`src/rtl/emac_regs_pkg.sv`:
```
package emac_regs_pkg;
  localparam int REG_AW = 12;
  localparam int REG_DW = 32;

  localparam logic [REG_AW-1:0] OFS_MGMT    = 12'h010;
  localparam logic [REG_AW-1:0] OFS_PORT    = 12'h408;
  localparam logic [REG_AW-1:0] OFS_DMA     = 12'h448;
  localparam logic [REG_AW-1:0] OFS_CAUSE   = 12'h450;
  localparam logic [REG_AW-1:0] OFS_MASK    = 12'h458;
  localparam logic [REG_AW-1:0] OFS_RXFIRST = 12'h480;
  localparam logic [REG_AW-1:0] OFS_RXCUR   = 12'h4A0;
  localparam logic [REG_AW-1:0] OFS_TXCUR   = 12'h4E0;

  // management word layout
  localparam int MGMT_SEL_LSB = 16;
  localparam int MGMT_SEL_W   = 10;
  localparam int MGMT_RD_BIT  = 26;
  localparam int MGMT_OK_BIT  = 27;

  localparam logic [MGMT_SEL_W-1:0] SEL_STATUS = 10'h021;
  localparam logic [MGMT_SEL_W-1:0] SEL_ID_HI  = 10'h041;
  localparam logic [MGMT_SEL_W-1:0] SEL_ID_LO  = 10'h061;
  localparam logic [15:0] STUB_STATUS = 16'h000C;
  localparam logic [15:0] STUB_ID_HI  = 16'h0141;
  localparam logic [15:0] STUB_ID_LO  = 16'h0E20;

  localparam int PORT_OFS_BIT = 28;
  localparam int DMA_TX_LSB   = 22;
  localparam int CAUSE_RX_BIT = 0;
  localparam int CAUSE_TX_TOP = 3;
endpackage

```
`src/rtl/emac_phy_stub.sv`:
```
module emac_phy_stub
  import emac_regs_pkg::*;
#(
  parameter int DW = REG_DW
) (
  input  logic [DW-1:0] cmd,
  output logic [DW-1:0] resp
);
  logic [MGMT_SEL_W-1:0] sel;
  logic [15:0]           data;

  assign sel = cmd[MGMT_SEL_LSB +: MGMT_SEL_W];

  always_comb begin
    unique case (sel)
      SEL_STATUS: data = STUB_STATUS;
      SEL_ID_HI:  data = STUB_ID_HI;
      SEL_ID_LO:  data = STUB_ID_LO;
      default:    data = 16'h0000;
    endcase
  end

  always_comb begin
    resp = '0;
    if (cmd[MGMT_RD_BIT]) begin
      resp[15:0]        = data;
      resp[MGMT_OK_BIT] = 1'b1;
    end
  end
endmodule

```
`src/rtl/emac_irq_ctrl.sv`:
```
module emac_irq_ctrl
  import emac_regs_pkg::*;
#(
  parameter int DW   = REG_DW,
  parameter int N_TX = 2
) (
  input  logic            clk,
  input  logic            rst,
  input  logic            cause_wr,
  input  logic            mask_wr,
  input  logic [DW-1:0]   wdata,
  input  logic            ev_rx,
  input  logic [N_TX-1:0] ev_tx,
  output logic [DW-1:0]   cause_q,
  output logic [DW-1:0]   mask_q,
  output logic            irq
);
  logic [DW-1:0] set_vec;
  logic [DW-1:0] kept;

  always_comb begin
    set_vec = '0;
    set_vec[CAUSE_RX_BIT] = ev_rx;
    for (int q = 0; q < N_TX; q++) begin
      set_vec[CAUSE_TX_TOP - q] = set_vec[CAUSE_TX_TOP - q] | ev_tx[q];
    end
  end

  assign kept = cause_wr ? (cause_q & wdata) : cause_q;

  always_ff @(posedge clk) begin
    if (rst) begin
      cause_q <= '0;
      mask_q  <= '0;
      irq     <= 1'b0;
    end else begin
      cause_q <= kept | set_vec;
      if (mask_wr) mask_q <= wdata;
      irq     <= |(cause_q & mask_q);
    end
  end
endmodule

```
`src/rtl/emac_tx_kick.sv`:
```
module emac_tx_kick #(
  parameter int N_TX = 2,
  parameter int QW   = (N_TX > 1) ? $clog2(N_TX) : 1
) (
  input  logic            clk,
  input  logic            rst,
  input  logic            cmd_wr,
  input  logic [N_TX-1:0] req,
  output logic            go,
  output logic [QW-1:0]   go_q
);
  logic [N_TX-1:0] pending_q;
  logic [N_TX-1:0] merged;
  logic [N_TX-1:0] pick_mask;
  logic [QW-1:0]   pick;
  logic            found;

  assign merged = pending_q | (cmd_wr ? req : '0);

  // highest index wins: later iterations overwrite earlier ones
  always_comb begin
    found     = 1'b0;
    pick      = '0;
    pick_mask = '0;
    for (int q = 0; q < N_TX; q++) begin
      if (merged[q]) begin
        found     = 1'b1;
        pick      = QW'(q);
        pick_mask = N_TX'(1) << q;
      end
    end
  end

  always_ff @(posedge clk) begin
    if (rst) begin
      pending_q <= '0;
      go        <= 1'b0;
      go_q      <= '0;
    end else begin
      go        <= found;
      go_q      <= pick;
      pending_q <= merged & ~pick_mask;
    end
  end
endmodule

```
`src/rtl/emac_ptr_bank.sv`:
```
module emac_ptr_bank #(
  parameter int NQ = 4,
  parameter int DW = 32,
  parameter int AW = 12,
  parameter int IW = (NQ > 1) ? $clog2(NQ) : 1,
  parameter logic [AW-1:0] BASE = '0
) (
  input  logic          clk,
  input  logic          rst,
  input  logic          wr_en,
  input  logic [AW-1:0] addr,
  input  logic [DW-1:0] wdata,
  output logic          hit,
  output logic [IW-1:0] idx,
  output logic [DW-1:0] rd_val
);
  localparam logic [AW-1:0] SPAN = AW'(4 * NQ);

  logic [AW-1:0] rel;
  logic [DW-1:0] ptr_q [NQ];

  assign rel = addr - BASE;
  assign hit = (addr >= BASE) && (rel < SPAN) && (rel[1:0] == 2'b00);
  assign idx = rel[IW+1:2];

  for (genvar g = 0; g < NQ; g++) begin : g_ptr
    always_ff @(posedge clk) begin
      if (rst) ptr_q[g] <= '0;
      else if (wr_en && hit && (idx == IW'(g))) ptr_q[g] <= wdata;
    end
  end

  always_comb begin
    rd_val = '0;
    for (int q = 0; q < NQ; q++) begin
      if (idx == IW'(q)) rd_val = ptr_q[q];
    end
  end
endmodule

```
`src/rtl/emac_ctrl_regs.sv`:
```
module emac_ctrl_regs
  import emac_regs_pkg::*;
#(
  parameter int DW   = REG_DW,
  parameter int AW   = REG_AW,
  parameter int N_RX = 4,
  parameter int N_TX = 2,
  parameter int RQW  = (N_RX > 1) ? $clog2(N_RX) : 1,
  parameter int TQW  = (N_TX > 1) ? $clog2(N_TX) : 1
) (
  input  logic            clk,
  input  logic            rst,
  input  logic            reg_wr,
  input  logic            reg_rd,
  input  logic [AW-1:0]   reg_addr,
  input  logic [DW-1:0]   reg_wdata,
  output logic [DW-1:0]   reg_rdata,
  input  logic            ev_rx_done,
  input  logic [N_TX-1:0] ev_tx_done,
  output logic            irq,
  output logic [1:0]      rx_offset,
  output logic            tx_go,
  output logic [TQW-1:0]  tx_go_q,
  output logic            rx_ld_valid,
  output logic [RQW-1:0]  rx_ld_q,
  output logic [DW-1:0]   rx_ld_ptr
);
  logic [DW-1:0] mgmt_q;
  logic [DW-1:0] mgmt_resp;
  logic          port_ofs_q;
  logic [DW-1:0] cause_q;
  logic [DW-1:0] mask_q;

  logic hit_mgmt, hit_port, hit_dma, hit_cause, hit_mask;
  assign hit_mgmt  = (reg_addr == OFS_MGMT);
  assign hit_port  = (reg_addr == OFS_PORT);
  assign hit_dma   = (reg_addr == OFS_DMA);
  assign hit_cause = (reg_addr == OFS_CAUSE);
  assign hit_mask  = (reg_addr == OFS_MASK);

  logic          hit_rxf, hit_rxc, hit_txc;
  logic [RQW-1:0] idx_rxf, idx_rxc;
  logic [TQW-1:0] idx_txc;
  logic [DW-1:0] val_rxf, val_rxc, val_txc;

  emac_ptr_bank #(.NQ(N_RX), .DW(DW), .AW(AW), .IW(RQW), .BASE(OFS_RXFIRST)) u_rxfirst (
    .clk(clk), .rst(rst), .wr_en(reg_wr), .addr(reg_addr), .wdata(reg_wdata),
    .hit(hit_rxf), .idx(idx_rxf), .rd_val(val_rxf));

  emac_ptr_bank #(.NQ(N_RX), .DW(DW), .AW(AW), .IW(RQW), .BASE(OFS_RXCUR)) u_rxcur (
    .clk(clk), .rst(rst), .wr_en(reg_wr), .addr(reg_addr), .wdata(reg_wdata),
    .hit(hit_rxc), .idx(idx_rxc), .rd_val(val_rxc));

  emac_ptr_bank #(.NQ(N_TX), .DW(DW), .AW(AW), .IW(TQW), .BASE(OFS_TXCUR)) u_txcur (
    .clk(clk), .rst(rst), .wr_en(reg_wr), .addr(reg_addr), .wdata(reg_wdata),
    .hit(hit_txc), .idx(idx_txc), .rd_val(val_txc));

  emac_irq_ctrl #(.DW(DW), .N_TX(N_TX)) u_irq (
    .clk(clk), .rst(rst),
    .cause_wr(reg_wr && hit_cause), .mask_wr(reg_wr && hit_mask),
    .wdata(reg_wdata), .ev_rx(ev_rx_done), .ev_tx(ev_tx_done),
    .cause_q(cause_q), .mask_q(mask_q), .irq(irq));

  emac_tx_kick #(.N_TX(N_TX), .QW(TQW)) u_kick (
    .clk(clk), .rst(rst), .cmd_wr(reg_wr && hit_dma),
    .req(reg_wdata[DMA_TX_LSB +: N_TX]), .go(tx_go), .go_q(tx_go_q));

  emac_phy_stub #(.DW(DW)) u_phy (.cmd(mgmt_q), .resp(mgmt_resp));

  always_ff @(posedge clk) begin
    if (rst) begin
      mgmt_q     <= '0;
      port_ofs_q <= 1'b0;
    end else if (reg_wr) begin
      if (hit_mgmt) mgmt_q     <= reg_wdata;
      if (hit_port) port_ofs_q <= reg_wdata[PORT_OFS_BIT];
    end
  end

  assign rx_offset = {port_ofs_q, 1'b0};

  always_ff @(posedge clk) begin
    if (rst) begin
      rx_ld_valid <= 1'b0;
      rx_ld_q     <= '0;
      rx_ld_ptr   <= '0;
    end else begin
      rx_ld_valid <= reg_wr && hit_rxc;
      if (reg_wr && hit_rxc) begin
        rx_ld_q   <= idx_rxc;
        rx_ld_ptr <= reg_wdata;
      end
    end
  end

  logic [DW-1:0] rd_mux;
  always_comb begin
    rd_mux = '0;
    if (hit_mgmt)       rd_mux = mgmt_resp;
    else if (hit_port)  rd_mux[PORT_OFS_BIT] = port_ofs_q;
    else if (hit_cause) rd_mux = cause_q;
    else if (hit_mask)  rd_mux = mask_q;
    else if (hit_rxf)   rd_mux = val_rxf;
    else if (hit_rxc)   rd_mux = val_rxc;
    else if (hit_txc)   rd_mux = val_txc;
  end

  always_ff @(posedge clk) begin
    if (rst)         reg_rdata <= '0;
    else if (reg_rd) reg_rdata <= rd_mux;
  end
endmodule

```
`config.mk`:
```
export PLATFORM = sky130hd
export DESIGN_NAME = emac_ctrl_regs
export DESIGN_NICKNAME = d
export VERILOG_FILES = /design/src/rtl/emac_regs_pkg.sv /design/src/rtl/emac_phy_stub.sv /design/src/rtl/emac_irq_ctrl.sv /design/src/rtl/emac_tx_kick.sv /design/src/rtl/emac_ptr_bank.sv /design/src/rtl/emac_ctrl_regs.sv
export SDC_FILE = /design/constraint.sdc
export NUM_CORES = 1
export LEC_CHECK = 0
export ABC_AREA = 1
export BUFFER_PORTS_ARGS = -buffer_cell sky130_fd_sc_hd__buf_2
export CAP_MARGIN = 20
export CELL_PAD_IN_SITES_DETAIL_PLACEMENT = 0
export CELL_PAD_IN_SITES_GLOBAL_PLACEMENT = 1
export CORE_ASPECT_RATIO = 0.9
export CORE_MARGIN = 2
export CORE_UTILIZATION = 52
export DETAILED_ROUTE_END_ITERATION = 12
export PLACE_DENSITY = 0.88
export SLEW_MARGIN = 20
export SYNTH_ARGS = -nofsm -noshare
export SYNTH_HDL_FRONTEND = slang
export SYNTH_HIERARCHICAL = 1
export SYNTH_SLANG_ARGS = --single-unit
```
`constraint.sdc`:
```
create_clock -name clk -period 4.3 [get_ports clk]
set_input_delay 0.43 -clock clk [delete_from_list [all_inputs] [get_ports clk]]
set_output_delay 0.43 -clock clk [all_outputs]
set_load 0.1 [all_outputs]
```
==> run_results.csv, run 1 <==
group,metric,value,unit
outcome,outcome,"finished clean",
global_route,grt_use_total,0.285,
placement,dp_hpwl,39000,µm
floorplanning,die_h,200,µm
setup_path,critPathMaxStageDelay,0.77,ns
setup_path,end_kind,"flip-flop",
clock_network,numCtsBuffers,50,
yosys,syn_avg_cell_area,9.12,µm²
placement,port_buffers,121,
timing,fin_skew,0.0168,ns
layout,fin_nets,2548,
placement,routabilityCongestion,0.846,
clock_network,clockBufferDepth,3,
layout,multi_input_area,7960,µm²
yosys,syn_inst,2447,
setup_path,path_cells,"buf_2, inv_1, ha_1, inv_1, nor2_1, nand2_1, nor2_8, and2_2, nand2_1, clkinv_1, buf_4, nor2_1, nor2_1",
layout,post-route-util,0.583,
pwr,power_density,410,nW/µm²
layout,syn_to_final_growth,9.89,%
floorplanning,die_area,44600,µm²
setup_path,crit_type,"input pin to flip-flop",
global_route,grt_max_degree,64,
timing,tightest_slew,0.974,ns
clock_network,ctsHtreeMaxLevel,2,
timing,setup_tns,0,ns
global_route,antenna_found_initial,1,
route,drtIter0Drc,1722,
route,ant_nets,0,
clock_network,cts_tree,"built",
setup_path,crit_required,4.80,ns
setup_path,slowest_stage,"clkinv_1",
floorplanning,start_util,0.531,
global_route,grt_pass1_vias,16500,
yosys,synth_area,22300,µm²
floorplanning,pin_count,123,
layout,diodes,0,
clock_network,clkTransAtPathRegs,0.06,ns
min_path,hp-class,"input pin to flip-flop",
route,viasPerCell,5.59,
setup_path,crit_top_cell,"nor2_1",
floorplanning,placementRows,71,
floorplanning,die_w,222,µm
clock_network,cts_root_buf,"clkbuf_16",
route,wire_per_inst,20.7,µm
layout,drive_above_1_share,0.172,
layout,fillers,3641,
setup_path,arrival,3.27,ns
clock_network,cts_hold_buf,0,
setup_path,crit_path_start_kind,"input pin",
layout,seq_area,12600,µm²
yosys,yosysWarnings,6,
timing,max_slew_margin,0.347,
clock_network,insertion_delay,0.60,ns
pwr,p_leak,9.78,nW
global_route,grt-ovfl-total,0,
clock_network,cts_setup_buffers,0,
clock_network,cts-resized-gates,0,
job,drv_cap,0,
timing,rsz0062_at_grt,"false",
timing,post-route-min-period,2.78,ns
route,drt-total-wl,63800,µm
floorplanning,coreArea,42000,µm²
global_route,grt_first_pass_wirelength,96800,µm
route,drc,0,
timing,clock.fmax,0.360,GHz
pwr,ir_drop,0.275,mV
timing,timing.final.hold_violations,0,
timing,timing.final.crit_share,0.645,
route,num_vias,17200,
clock_network,cts_sinks,467,
timing,final_max_slew_viol_count,0,
timing,setup-violations-final,0,
setup_path,worstPathMaxFanout,34,
route,drtPass1Iterations,6,
==> power by group <==
group	leakage, nW	internal (mW)	switching [mW]
clock	0.839	2.52	1.82
sequential	4.23	4.96	0.0571
combinational	4.71	0.131	0.578
total	9.78	7.61	2.45
==> metal layers <==
metal,part of all wire,wire (µm),vias to the layer above,global-route usage
met5,0,0,-,0
met4,0.040,2580,0,0.123
met3,0.076,4820,130,0.0457
met2,0.48,30300,699,0.471
met1,0.41,26100,8270,0.373
li1,-,-,8137,-
==> per-stage QoR <==
stage,cell area (µm²),cells,setup slack [ns],hold slack (ns),power (mW)
after CTS,24500,3083,1.54,0.0434,10.1
after global placement,22800,2989,0.992,0.451,5.79
after global routing,24500,3083,1.28,0.0640,10.3
after floorplan,22400,2468,1.78,0.441,5.55
final,24500,3083,1.52,0.0642,10.1
after detailed placement,22800,2989,0.907,0.457,5.81
==> flip-flops by register name, indices dropped and copies added, names as in the netlist, 2 cells and up <==
name and cells:
reg_rdata 32, mgmt_q 11, u_rxfirst/ptr_q 128, u_rxcur/ptr_q 128, u_irq/cause_q 32, rx_ld_q 2
u_txcur/ptr_q 64, rx_ld_ptr 32, u_irq/mask_q 32
==> final cells by class <==
cell class	count	share of cell area
sequential	467	0.512
multi-input combinational	1633	0.325
clock buffer	78	0.0638
timing repair buffer	162	0.0391
inverter	180	0.0280
tap	547	0.0279
clock inverter	16	0.00459
==> worst paths after layout <==
check,from,slack (ns),cells past startpoint,endpoint
max,reg_addr[6],1.52,13,rx_ld_ptr[9]
min,ev_tx_done[1],0.06,3,u_irq/cause_q[2]
max reg2reg,mgmt_q[17],2.53,7,reg_rdata[6]
min reg2reg,u_irq/cause_q[13],0.47,2,u_irq/cause_q[13]
==> cells in the final DEF (no fill, tap or decap), types with 7 or more instances in the layout <==
master,instances
conb_1,23
a21oi_2,30
buf_2,120
o211ai_1,32
clkbuf_16,55
inv_1,159
clkbuf_1,11
edfxtp_1,320
a21oi_1,9
o21ai_0,97
a211oi_2,11
nor3_2,70
clkinv_2,9
nor2_1,397
nand2_1,631
inv_2,15
clkbuf_8,11
nand3_1,103
nand2_2,26
nand4_4,8
dfxtp_1,147
nand4_1,67
a31oi_1,31
nor2_4,7
nor3_1,59
buf_4,38
nor2_2,13
==> critical path, delay by kind of cell <==
| kind | cells | cell delay, ns |
|---|---|---|
| AND/OR/NAND/NOR | 7 | 0.98 |
| adder cells (fa/ha/maj) | 1 | 0.27 |
| buffers and inverters | 5 | 1.57 |
Power figures use the tool's default switching activity.
==> run 2, diff against run 1 <==
--- a/config.mk
+++ b/config.mk
@@ -12,9 +12,9 @@
 export CELL_PAD_IN_SITES_GLOBAL_PLACEMENT = 1
 export CORE_ASPECT_RATIO = 0.9
 export CORE_MARGIN = 2
-export CORE_UTILIZATION = 52
+export CORE_UTILIZATION = 48
 export DETAILED_ROUTE_END_ITERATION = 12
-export PLACE_DENSITY = 0.88
+export PLACE_DENSITY = 0.82
 export SLEW_MARGIN = 20
 export SYNTH_ARGS = -nofsm -noshare
 export SYNTH_HDL_FRONTEND = slang
==> constraint.sdc (replaced) <==
create_clock -name clk -period 2.8 [get_ports clk]
set_input_delay 0.28 -clock clk [delete_from_list [all_inputs] [get_ports clk]]
set_output_delay 0.28 -clock clk [all_outputs]
set_load 0.1 [all_outputs]
==> run 2 against run 1 <==
Setup slack worse by 0.69 ns. Utilization down 3.7 points. Clock skew down 0.0020 ns. Non-clock buffer count up 28. Global-route usage down 1.2 points. Sequential share of layout area down 0.90 points. Die area up 8.2%. Final cell count up 2.9%. Register-to-register slack worse by 1.6 ns. Power up 54%. Final area up 1.8%. Hold slack worse by 0.036 ns. Largest power group unchanged. Highest routed layer is now met5.
==> run_results.csv, run 2 (same netlist as run 1, synthesis figures left out) <==
group,metric,value,unit
route,viasPerCell,5.47,
layout,drive_above_1_share,0.177,
pwr,p_leak,9.95,nW
job,drv_cap,0,
layout,syn_to_final_growth,11.9,%
placement,routabilityCongestion,0.877,
clock_network,cts_setup_buffers,0,
layout,reg_top3,"u_rxcur/ptr_q (128), u_rxfirst/ptr_q (128), u_txcur/ptr_q (64)",
min_path,whs_path_depth,3,
timing,setup-violations-final,0,
route,ant_nets,0,
setup_path,end_kind,"flip-flop",
pwr,power_frac_seq,0.496,
placement,dp_hpwl,41900,µm
pwr,switching_power,3.80,mW
route,drtPass1Iterations,5,
timing,final_max_slew_viol_count,0,
floorplanning,pin_count,123,
timing,clock.fmax,0.509,GHz
setup_path,r2r_end,"reg_rdata[10]",
setup_path,crit_path_start_kind,"input pin",
layout,most-common-layout-cells,"nand2_1, nor2_1, edfxtp_1",
timing,timing.final.crit_share,0.702,
timing,max_slew_margin,0.374,
placement,place_area,23300,µm²
layout,final_area,25000,µm²
timing,setup_tns,0,ns
route,drc,0,
clock_network,cts_hold_buf,3,
timing,rsz0062_at_grt,"false",
setup_path,crit_required,3.31,ns
global_route,grt_use_total,0.273,
clock_network,clkTransAtPathRegs,0.06,ns
global_route,grt-ovfl-total,0,
global_route,grt_pass1_vias,16400,
layout,final_common_cell,"nand2_1",
route,num_vias,17400,
clock_network,cts_root_buf,"clkbuf_16",
pwr,swShare,0.245,
clock_network,insertion_delay,0.60,ns
clock_network,cts-resized-gates,0,
outcome,outcome,"finished clean",
setup_path,regToRegStartpoint,"mgmt_q[17]",
global_route,antenna_found_initial,1,
pwr,ir_drop,0.435,mV
floorplanning,die_w,231,µm
route,drt-total-wl,65800,µm
pwr,power_density,622,nW/µm²
floorplanning,coreArea,45600,µm²
timing,tightest_slew,0.939,ns
route,drtIter0Drc,1472,
min_path,whs_endpoint,"u_irq/mask_q[7]",
clock_network,ctsHtreeMaxLevel,2,
setup_path,reg2reg_slack,0.96,ns
pwr,p_clk_frac,0.429,
floorplanning,placementRows,74,
clock_network,numCtsBuffers,50,
clock_network,cts_sinks,467,
timing,finalWorstSetupSlack,0.836,ns
floorplanning,start_util,0.489,
timing,fin_skew,0.0148,ns
pwr,power.internal,11.7,mW
clock_network,cts_tree,"built",
layout,diodes,0,
placement,dp_slack,0.233,ns
layout,fin_nets,2576,
setup_path,r2r_cells,7,
pwr,pwr-share-comb,0.075,
clock_network,clockBufferDepth,3,
placement,port_buffers,121,
min_path,hp-start,"reg_wdata[7]",
min_path,hp-class,"input pin to flip-flop",
global_route,grt_max_degree,102,
floorplanning,die_h,209,µm
setup_path,crit_type,"input pin to flip-flop",
setup_path,arrival,2.47,ns
floorplanning,die_area,48200,µm²
setup_path,worstPathMaxFanout,29,
timing,timing.final.hold_violations,0,
route,wire_per_inst,20.7,µm
global_route,grt_first_pass_wirelength,99400,µm
timing,post-route-min-period,1.96,ns
run 2: cell type report:
class / instances / area (µm²)
Clock buffer: 81 / 1500
Clock inverter: 13 / 140
Fill cell: 4089 / 20700
Inverter: 180 / 683
Multi-Input combinational cell: 1633 / 7950
Sequential cell: 467 / 12600
Tap cell: 608 / 761
Timing Repair Buffer: 190 / 1370
run 2: power by group through the flow:
stage / combinational [mW] / clock, mW / sequential (mW)
3_5_place_dp: 1.16 / 0 / 7.84
6_report: 1.16 / 6.65 / 7.70
4_1_cts: 1.17 / 6.73 / 7.70
5_1_grt: 1.24 / 6.98 / 7.72
2_1_floorplan: 0.548 / 0 / 7.97
3_3_place_gp: 1.15 / 0 / 7.83
run 2: worst max-delay path by stage:
stage / endpoint / depth (start not counted) / start / slack, ns
detailed placement: reg_rdata[18] / 15 / reg_addr[6] / 0.23
finish: reg_rdata[18] / 15 / reg_addr[6] / 0.84
CTS: reg_rdata[18] / 15 / reg_addr[6] / 0.85
floorplan: u_rxcur/ptr_q[1][0] / 9 / reg_addr[5] / 0.43
global route: reg_rdata[22] / 15 / reg_addr[6] / 0.58
global placement: reg_rdata[15] / 15 / reg_addr[6] / 0.29
run 2: critical path: stages:
cell and delay (ns):
buf_2 0.19, inv_1 0.07, ha_1 0.28, inv_1 0.04
nor2_1 0.07, nand2_1 0.12, nor2_8 0.19, and2_2 0.24
buf_4 0.38, nand2_1 0.10, nand3_1 0.10, o211ai_1 0.09
nand3_1 0.10, nand2_1 0.05, a31oi_1 0.16
run 2: per-layer routing:
| metal | wire length (µm) | track usage |
|---|---|---|
| met1 | 27100 | 0.367 |
| met2 | 31800 | 0.450 |
| met3 | 4460 | 0.0333 |
| met4 | 2420 | 0.104 |
| met5 | 13 | 0 |
run 2: per-stage QoR:
stage                     hold slack [ns]   util  cells  total power [mW]
final                              0.0279  0.547   3172              15.5
after global routing               0.0315  0.547   3172              15.9
after CTS                          0.0180  0.547   3172              15.6
after detailed placement            0.456  0.510   3075              9.01
after global placement              0.451  0.510   3075              8.99
after floorplan                     0.414      -   2468              8.52
